File: src/rtl/servo_pwm_pkg.sv
package servo_pwm_pkg;

    typedef enum logic [1:0] {
        FLD_WIDTH  = 2'd0,
        FLD_LOWER  = 2'd1,
        FLD_UPPER  = 2'd2,
        FLD_ENABLE = 2'd3
    } cfg_field_e;

    // Saturate a value into [lo, hi]; lo takes precedence when lo > hi.
    function automatic logic [31:0] clamp_range(input logic [31:0] v,
                                                input logic [31:0] lo,
                                                input logic [31:0] hi);
        logic [31:0] t;
        t = (v > hi) ? hi : v;
        return (t < lo) ? lo : t;
    endfunction

    function automatic logic [31:0] cap_to(input logic [31:0] v,
                                           input logic [31:0] lim);
        return (v > lim) ? lim : v;
    endfunction

endpackage

File: src/rtl/servo_pwm_timebase.sv
module servo_pwm_timebase #(
    parameter int CLK_DIV    = 25,
    parameter int PERIOD_TOP = 19999,
    parameter int CNT_W      = 15
) (
    input  logic             clk,
    input  logic             rst,
    output logic [CNT_W-1:0] cnt,
    output logic             wrap,
    output logic             frame_start
);
    localparam int PRE_W = $clog2(CLK_DIV + 1);

    logic [PRE_W-1:0] pre_q;
    logic             tick;

    assign tick = (pre_q == PRE_W'(CLK_DIV - 1));
    assign wrap = tick && (cnt == CNT_W'(PERIOD_TOP));

    always_ff @(posedge clk) begin
        if (rst) begin
            pre_q       <= '0;
            cnt         <= '0;
            frame_start <= 1'b0;
        end else begin
            pre_q       <= tick ? '0 : pre_q + 1'b1;
            frame_start <= wrap;
            if (wrap)
                cnt <= '0;
            else if (tick)
                cnt <= cnt + 1'b1;
        end
    end
endmodule

File: src/rtl/servo_pwm_chan.sv
module servo_pwm_chan
    import servo_pwm_pkg::*;
#(
    parameter int CNT_W = 15,
    parameter int CAP   = 19979
) (
    input  logic             clk,
    input  logic             rst,
    input  logic             wr_en,
    input  cfg_field_e       wr_field,
    input  logic [CNT_W-1:0] wr_data,
    input  logic             latch_req,
    input  logic             wrap,
    input  logic [CNT_W-1:0] cnt,
    output logic             pwm,
    output logic             enabled,
    output logic             pending,
    output logic [CNT_W-1:0] active
);
    logic [CNT_W-1:0] lower_q, upper_q, shadow_q;

    always_ff @(posedge clk) begin
        if (rst) begin
            lower_q  <= '0;
            upper_q  <= CNT_W'(CAP);
            shadow_q <= '0;
            active   <= '0;
            pending  <= 1'b0;
            enabled  <= 1'b0;
            pwm      <= 1'b0;
        end else begin
            if (wr_en) begin
                unique case (wr_field)
                    FLD_WIDTH:  shadow_q <= CNT_W'(clamp_range(32'(wr_data),
                                                   32'(lower_q), 32'(upper_q)));
                    FLD_LOWER:  lower_q  <= CNT_W'(cap_to(32'(wr_data), 32'(CAP)));
                    FLD_UPPER:  upper_q  <= CNT_W'(cap_to(32'(wr_data), 32'(CAP)));
                    FLD_ENABLE: enabled  <= wr_data[0];
                endcase
            end
            if (wrap && pending)
                active <= shadow_q;
            pending <= (pending && !wrap) || latch_req;
            pwm     <= enabled && (cnt < active);
        end
    end
endmodule

File: src/rtl/servo_pwm_core.sv
module servo_pwm_core
    import servo_pwm_pkg::*;
#(
    parameter int NUM_CH     = 6,
    parameter int CLK_DIV    = 25,
    parameter int PERIOD_TOP = 19999,
    parameter int MAX_MARGIN = 20,
    parameter int CNT_W      = 15,
    parameter int CH_W       = $clog2(NUM_CH)
) (
    input  logic              clk,
    input  logic              rst,
    input  logic              cfg_we,
    input  logic [CH_W-1:0]   cfg_ch,
    input  logic [1:0]        cfg_field,
    input  logic [CNT_W-1:0]  cfg_data,
    input  logic [NUM_CH-1:0] latch_set,
    output logic [NUM_CH-1:0] pwm_out,
    output logic              frame_start
);
    localparam int CAP = PERIOD_TOP - MAX_MARGIN;

    logic [CNT_W-1:0]             cnt;
    logic                         wrap;
    logic [NUM_CH-1:0]            en_vec, pend_vec;
    logic [NUM_CH-1:0][CNT_W-1:0] act_vec;
    cfg_field_e                   field_dec;

    assign field_dec = cfg_field_e'(cfg_field);

    servo_pwm_timebase #(
        .CLK_DIV(CLK_DIV), .PERIOD_TOP(PERIOD_TOP), .CNT_W(CNT_W)
    ) u_tb (
        .clk(clk), .rst(rst), .cnt(cnt), .wrap(wrap), .frame_start(frame_start)
    );

    for (genvar i = 0; i < NUM_CH; i++) begin : g_ch
        logic sel;
        assign sel = cfg_we && (cfg_ch == CH_W'(i));
        servo_pwm_chan #(.CNT_W(CNT_W), .CAP(CAP)) u_ch (
            .clk(clk), .rst(rst), .wr_en(sel), .wr_field(field_dec),
            .wr_data(cfg_data), .latch_req(latch_set[i]), .wrap(wrap),
            .cnt(cnt), .pwm(pwm_out[i]), .enabled(en_vec[i]),
            .pending(pend_vec[i]), .active(act_vec[i])
        );
    end
endmodule

File: config.mk
export PLATFORM = sky130hd
export DESIGN_NAME = servo_pwm_core
export DESIGN_NICKNAME = d
export VERILOG_FILES = /design/src/rtl/servo_pwm_pkg.sv /design/src/rtl/servo_pwm_timebase.sv /design/src/rtl/servo_pwm_chan.sv /design/src/rtl/servo_pwm_core.sv
export SDC_FILE = /design/constraint.sdc
export NUM_CORES = 1
export LEC_CHECK = 0
export BUFFER_PORTS_ARGS = -buffer_cell sky130_fd_sc_hd__clkbuf_2
export CORE_MARGIN = 3
export CORE_UTILIZATION = 65
export CTS_CLUSTER_DIAMETER = 40
export DETAILED_ROUTE_END_ITERATION = 10
export PLACE_DENSITY = 0.9
export SYNTH_ARGS = -nofsm -noshare
export SYNTH_HDL_FRONTEND = slang
export SYNTH_SLANG_ARGS = --single-unit
File: constraint.sdc
create_clock -name clk -period 13.49 [get_ports clk]
set_clock_uncertainty 0.05 [all_clocks]
set_input_delay 2.698 -clock clk [delete_from_list [all_inputs] [get_ports clk]]
set_output_delay 2.698 -clock clk [all_outputs]
set_load 0.005 [all_outputs]
# Word level (Yosys, flattened, before mapping)

Cells that the tools add are included.

Flip-flop bits (word level): 399
Input port bits: 29
Output and inout bits: 7
Word-level logic and storage cells: 149

Add/sub/neg operators: 2
Order comparisons: 19
Equal/unequal tests: 10
Mux-type cells: 13
Reductions and logical operators: 60

Operator list:

| cell                    | count |
|---|---|
| $mux W15                | 13 |
| $lt A32 B15 Y1          | 6 |
| $gt A15 B15 Y1          | 6 |
| $lt A15 B15 Y1          | 6 |
| $reduce_and A2 Y1       | 24 |
| $logic_and A1 B1 Y1     | 25 |
| $add A15 B1 Y15 const B | 1 |
| $eq A15 B15 Y1 const B  | 1 |
| $gt A15 B15 Y1 const B  | 1 |
| $eq A3 B2 Y1 const B    | 2 |
| $eq A3 B3 Y1 const B    | 2 |
| $logic_or A1 B1 Y1      | 6 |
| $add A5 B1 Y5 const B   | 1 |
| $eq A5 B5 Y1 const B    | 1 |
| $eq A2 B2 Y1 const B    | 2 |
| $reduce_or A2 Y1        | 2 |
| $eq A3 B1 Y1 const B    | 1 |
| $logic_not A3 Y1        | 1 |
| $eq A2 B1 Y1 const B    | 1 |
| $logic_not A2 Y1        | 1 |
| $logic_not A1 Y1        | 1 |

# Depth between registers and ports, before layout

Gate-level depths: netlist of run 1.

Depth after elaboration: 5
Depth in mapped cells: 21
Gate-level depth less buffers: 17

# Cells and area by module

From an unflattened synthesis of run 1, not the netlist that was laid out.

Cells, all modules: 2824
Area total of the unflattened synthesis: 23307.4 um^2

By module, submodules not included:

| module                             | times used | cells an instance | area each (um^2) | sequential area each (um^2) |
|---|---|---|---|---|
| servo_pwm_chan at g_ch[1].u_ch ... | 3          | 436               | 3733.6           | 1261.2 |
| servo_pwm_chan at g_ch[0].u_ch ... | 2          | 482               | 3654.8           | 1261.2 |
| servo_pwm_chan at g_ch[2].u_ch     | 1          | 436               | 3737.3           | 1261.2 |
| servo_pwm_timebase                 | 1          | 110               | 984.7            | 420.4 |
| servo_pwm_core                     | 1          | 6                 | 75.1             | 0.0 |

# Least setup slack after synthesis of run 1

No wires, ideal clock.

Kind: input to register
From: in cfg_data[0]
To: reg g_ch[1].u_ch.shadow_q[10]
Setup time: 0.069 ns
Arrival: 6.582 ns
Data required time: 13.371 ns
Path slack: 6.789 ns
Cell stages on the path: 21
Path buffers: 4
Path through: buf_1 > inv_1 > ha_1 > nor2b_1 > o21ai_1 > a21oi_1 > o31ai_2 > a21oi_1 > buf_2 > mux2_2 > ha_1 > a21o_1 > a21o_1 > a221o_1 > a21oi_2 > o21ai_2 > and4b_1 > buf_4 > buf_6 > nor3_1 > o21ai_1

Word-level cells in the longest chain between the ends: 4

Ends and longest elaborated chain:

| what                 | RTL line             | RTL |
|---|---|---|
| from (decl)          | servo_pwm_core.sv:16 | `input logic [CNT_W-1:0] cfg_data,` |
| $gt A15 B15 Y1       | servo_pwm_pkg.sv:15  | `t = (v > hi) ? hi : v;` |
| $mux W15 *           | servo_pwm_pkg.sv:15  |  |
| $lt A32 B15 Y1       | servo_pwm_pkg.sv:16  | `return (t < lo) ? lo : t;` |
| $mux W15 *           | servo_pwm_pkg.sv:16  |  |
| to (signal assigned) | servo_pwm_chan.sv:34 | `FLD_WIDTH: shadow_q <= CNT_W'(clamp_range(32'(wr_data),` |
| to (decl)            | servo_pwm_chan.sv:20 | `logic [CNT_W-1:0] lower_q, upper_q, shadow_q;` |

Mark *: on every way between the ends. The rest lies on a longest branch, timed or not.
A chain may end at the register's enable or synchronous reset.

# Final worst setup path of run 1

From: in cfg_data[0]
To: reg g_ch[0].u_ch.shadow_q[0]

Word-level cells in the longest chain between the ends: 4

Ends and longest elaborated chain:

| what                 | RTL line |
|---|---|
| $gt A15 B15 Y1       | servo_pwm_pkg.sv:15 |
| $mux W15 *           | servo_pwm_pkg.sv:15 |
| $lt A32 B15 Y1       | servo_pwm_pkg.sv:16 |
| $mux W15 *           | servo_pwm_pkg.sv:16 |
| to (signal assigned) | servo_pwm_chan.sv:34 |
| to (decl)            | servo_pwm_chan.sv:20 |

Marks and branches as above.

==> results of run 1 <==
## Yosys cell counts (6+ instances only)
cell type / number / area (um2)
clkbuf_1: 102 / 383
a21oi_2: 7 / 61.3
and3_1: 9 / 56.3
o211ai_1: 51 / 383
xor2_1: 12 / 105
a211oi_1: 59 / 443
nand2b_1: 21 / 131
o31ai_1: 78 / 586
o21ai_0: 74 / 370
mux2_2: 46 / 518
nand3_1: 36 / 180
buf_4: 18 / 135
inv_1: 267 / 1000
nor2_1: 130 / 488
nand4_1: 31 / 194
o21ai_1: 66 / 330
ha_1: 261 / 3270
mux2_1: 10 / 113
o31ai_2: 6 / 75.1
o21a_1: 7 / 52.6
mux2i_1: 21 / 210
nand2_1: 605 / 2270
nor2b_1: 21 / 131
and2_1: 26 / 163
buf_2: 28 / 140
nor3_1: 70 / 350
a21oi_1: 269 / 1350
and4_1: 11 / 96.3
a21o_1: 48 / 360
or3_1: 6 / 37.5
o2111ai_1: 6 / 52.6
dfxtp_1: 399 / 7990
## metal layers
metal | global-route usage | share of wire | vias to the layer above
li1 | - | - | 9801
met1 | 0.493 | 0.40 | 9772
met2 | 0.578 | 0.43 | 1124
met3 | 0.0879 | 0.12 | 276
met4 | 0.182 | 0.054 | 2
met5 | 0 | 0.00019 | -
## final timing paths
kind                                           from                                     end  slack, ps
max                                     cfg_data[0]   g_ch[0].u_ch.shadow_q[0]$_SDFFE_PP0P_       5920
min          g_ch[1].u_ch.shadow_q[10]$_SDFFE_PP0P_  g_ch[1].u_ch.shadow_q[10]$_SDFFE_PP0P_        400
max reg2reg   g_ch[0].u_ch.upper_q[12]$_SDFFE_PP0P_   g_ch[0].u_ch.shadow_q[0]$_SDFFE_PP0P_       8300
min reg2reg  g_ch[1].u_ch.shadow_q[10]$_SDFFE_PP0P_  g_ch[1].u_ch.shadow_q[10]$_SDFFE_PP0P_        400
## layout make-up
class | instances | area [um2]
Tap cell | 448 | 561
Antenna cell | 2 | 5.00
Fill cell | 2578 | 9220
Clock inverter | 36 | 463
Clock buffer | 63 | 1480
Inverter | 268 | 1010
Sequential cell | 399 | 7990
Timing Repair Buffer | 48 | 294
Multi-Input combinational cell | 2059 | 13000
## logic make-up after synthesis
| group | synth area share |
|---|---|
| simple gates | 0.189 |
| buf+inv | 0.0762 |
| xor+xnor | 0.00655 |
| compound gates | 0.196 |
| fa+ha+maj | 0.144 |
| flops | 0.351 |
| mux | 0.0370 |
## worst max-delay path: stages
cell and delay, ps:
clkbuf_2 400, inv_1 400, ha_1 320, nor2b_1 100
o21ai_1 70, a21oi_1 170, o31ai_2 100, a21oi_2 640
mux2_2 440, ha_1 290, a21o_1 170, a21o_1 180
a221o_1 360, a21oi_2 160, o21ai_2 220, nor2b_1 870
o22ai_1 160, a22o_1 220
## state kept, by name, summed over array words and instances, names as in the netlist, 5 cells and up
register	cells
g_ch.u_ch.pending	6
g_ch.u_ch.shadow_q	90
g_ch.u_ch.upper_q	90
u_tb.pre_q	5
g_ch.u_ch.pwm	6
g_ch.u_ch.enabled	6
u_tb.cnt	15
g_ch.u_ch.active	90
g_ch.u_ch.lower_q	90
## where the power goes
part | leakage (uW) | switching [uW] | internal, uW | total [uW]
Combinational | 0.00542 | 203 | 99.0 | 302
Clock | 0.000930 | 594 | 916 | 1510
Sequential | 0.00322 | 8.41 | 1190 | 1200
## per-stage QoR
stage	hold slack, ps	power [uW]	cell area (um2)	util	cells
2_1_floorplan	374	1420	22700	-	2882
3_3_place_gp	388	1500	22900	0.672	3222
3_5_place_dp	391	1510	22900	0.672	3222
4_1_cts	400	3000	24800	0.729	3321
5_1_grt	417	3090	24800	0.729	3323
6_report	398	3010	24800	0.729	3323
==> reports/metrics.cfg, run 1 <==
[layout]
final_cell_mix=605 x nand2_1, 399 x dfxtp_1, 269 x a21oi_1
drive_gt1_frac=0.0811
fin_nets=3120
final_common_cell=nand2_1
area.growth.synth_to_final_pct=9.20

[sta]
finalSetupTns_ps=0
layout_min_cycle_time_ps=7570
rsz0062_at_grt=false
slew-limit-headroom=0.140
finalCritPeriodShare=0.561
final_max_slew_viol_count=0
layout_setup_ws_ps=5920
final-setup-viol-count=0
finalHoldViolCount=0
max_freq_mhz=132
worstMarginPinSlew_ps=1290

[routing]
drt-initial-drc-count=2234
via_per_inst=6.31
vias=21000
avgRoutedWirePerCell_um=21.1
drc=0
drtPass1Iterations=6
routed_wl_um=70100
postRouteAntennaNets=0

[synthesis]
synth_cells=2882
yosys_warnings=0
syn_avg_cell_area_um2=7.89
synth_fp_nets=3172
synth-seq-cells=399
ys_types=60
async_flop_share=0
syn_area_um2=22700
synthFlopType=dfxtp_1
synth_edf_count=0
ys_seq_area_frac=0.351

[run_status]
status=finished clean

[worst_hold_path]
min_path_cells=2
hp-class=reg2reg

[setup_path]
critPathRequiredTime_ps=13920
crit_arrival_ps=8000
path_max_fanout=17
reg2regPathDepth=16
critPathLaunchType=input port
worst_setup_path_end_kind=flip-flop
worstSetupPathType=in2reg

[job]
cap_violations=0

[clock_tree]
cts_buffer_depth=3
cts_hold_buf=0
cts_tree=yes
clkSinkCount=399
cts-root-buf=clkbuf_16
h-tree-depth=2
clk_pin_slew_ps=60
cts_buffers=54
cts_setup_buffers=0
clk_latency_ps=600
cts_resized=0

[global_route]
grt_overflow=0
grt_pass1_vias=20100
antenna_found_initial=3
grtUsageTotal=0.374
grt_pass1_wl_um=108000
grt_max_degree=139

[floorplan]
dieArea_um2=37200
core_area_um2=34000
rows=67
die_w_um=193
die_h_um=193
start_util=0.668
io_pins=36

[pwr]
p_leak_uw=0.00957
p_per_area_nw_per_um2=121
irDropWorstVdd_uv=115

[placement]
gp_congestion=0.983
io_buffers=35
hpwl_um=47900
pre_cts_ws_ps=5500

Note: power is estimated with default switching activity, not from simulation.
==> run 2: changes to the inputs <==
CORE_UTILIZATION = 58   (was 65)
PLACE_DENSITY = 0.85   (was 0.9)
clock period = 6.5 ns   (was 13.49 ns; I/O delays follow)
==> reports/metrics.cfg, run 2 (synthesized netlist as in run 1, its figures left out) <==
[setup_path]
max_stage_delay_ps=690
r2r_setup_slack_ps=1390
critPathRequiredTime_ps=6960
reg2regPathDepth=17
crit_arrival_ps=5950
path_cells=clkbuf_2 -> buf_4 -> buf_4 -> ha_1 -> nand4_1 -> inv_1 -> a221oi_2 -> a21o_1 -> o21ai_0 -> ha_1 -> a211oi_1 -> nor2_1 -> o21ai_1 -> a21oi_1 -> a211oi_1 -> o21ai_4 -> mux2i_1 -> o31ai_1
slowest_stage=a21o_1
critPathLaunchType=input port
r2r-start=g_ch[1].u_ch.upper_q[12]$_SDFFE_PP0P_
worst_setup_path_end_kind=flip-flop
path_max_fanout=30
timing.rr.end=g_ch[1].u_ch.shadow_q[11]$_SDFFE_PP0P_
worstSetupPathType=in2reg
cp-startpoint=cfg_data[14]

[placement]
io_buffers=35
post-place-cells=3309
hpwl_um=49700
gp_congestion=1.02

[layout]
area.growth.synth_to_final_pct=11.2
fin_nets=3151
final_common_cell=nand2_1
final_cell_mix=605 x nand2_1, 399 x dfxtp_1, 269 x a21oi_1
drive_gt1_frac=0.0944
stdcell_count=3423
diodes=0

[sta]
finalCritPeriodShare=0.845
rsz0062_at_grt=false
layout_min_cycle_time_ps=5490
max_freq_mhz=182
slew-limit-headroom=0.0583
final-setup-viol-count=0
final_max_slew_viol_count=0
finalSetupTns_ps=0
worstMarginPinSlew_ps=1410
finalHoldViolCount=0

[worst_hold_path]
hp-class=reg2reg
min_path_cells=2
min_from=g_ch[0].u_ch.shadow_q[6]$_SDFFE_PP0P_
worstHoldEndpoint=g_ch[0].u_ch.shadow_q[6]$_SDFFE_PP0P_

[pwr]
p_per_area_nw_per_um2=258
p_leak_uw=0.00980
irDropWorstVdd_uv=235
p_total_uw=6520

[job]
cap_violations=0

[clock_tree]
clk_latency_ps=630
cts_tree=yes
h-tree-depth=2
cts_resized=0
cts_buffers=61
cts_buffer_depth=3
cts_hold_buf=0
clk_pin_slew_ps=60
cts_setup_buffers=0
clkSinkCount=399
cts-root-buf=clkbuf_16

[floorplan]
dieArea_um2=41600
rows=71
io_pins=36
start_util=0.596
core_area_um2=38100
die_h_um=204
die_w_um=204

[routing]
via_per_inst=6.12
drtPass1Iterations=7
avgRoutedWirePerCell_um=20.8
routed_wl_um=71300
drc=0
vias=21000
postRouteAntennaNets=0
drt-initial-drc-count=2105

[global_route]
grt_overflow=0
grtUsageTotal=0.338
grt_max_degree=95
antenna_found_initial=0
grt_pass1_wl_um=111000
grt_pass1_vias=20000

[run_status]
status=finished clean

## run 2: cell count changes in the layout (fill, tap and decap cells not counted), moves of 3 or more
cell	change
clkinv_8	-4
clkbuf_16	+6
inv_8	+3
buf_4	+25
inv_6	+14
clkinvlp_4	-3
## run 2: metrics by stage
stage	area (um2)	worst slack, ps	hold WS, ps	utilization
6_report	25300	1010	404	0.663
5_1_grt	25300	692	415	0.663
4_1_cts	25300	1080	403	0.663
3_5_place_dp	23100	485	394	0.607
3_3_place_gp	23100	497	389	0.607
2_1_floorplan	22700	1200	374	-
## run 2: routing by layer
| metal | part of all wire | track usage | vias to the layer above |
|---|---|---|---|
| met5 | 0 | 0 | - |
| met4 | 0.060 | 0.179 | 0 |
| met3 | 0.11 | 0.0701 | 281 |
| met2 | 0.42 | 0.518 | 1129 |
| met1 | 0.41 | 0.449 | 9673 |
| li1 | - | - | 9871 |
## run 2: critical path, delay by kind of cell
family / cells / cell delay [ps]
AOI/OAI and AO/OA: 9 / 2860
adders and majority gates: 2 / 670
buffers and inverters: 4 / 700
muxes: 1 / 200
and+or+nand+nor: 2 / 200
## run 2: worst max path at each step
stage	endpoint	slack [ps]
6_report	g_ch[2].u_ch.shadow_q[10]$_SDFFE_PP0P_	1010
5_1_grt	g_ch[2].u_ch.shadow_q[10]$_SDFFE_PP0P_	690
4_1_cts	g_ch[2].u_ch.shadow_q[10]$_SDFFE_PP0P_	1080
3_5_place_dp	g_ch[2].u_ch.shadow_q[3]$_SDFFE_PP0P_	490
3_3_place_gp	g_ch[2].u_ch.shadow_q[3]$_SDFFE_PP0P_	500
2_1_floorplan	g_ch[1].u_ch.shadow_q[10]$_SDFFE_PP0P_	1200
## run 2: final cells by class
class                           count  area, um2
Clock inverter                     45        502
Inverter                          268       1010
Sequential cell                   399       7990
Fill cell                        3070      12800
Clock buffer                       69       1640
Tap cell                          511        639
Timing Repair Buffer               72        462
Multi-Input combinational cell   2059      13000
## run 2: power by group
part,switching [uW],internal (uW)
logic,433,216
clock network,1330,2060
registers,16.7,2460
total,1780,4740
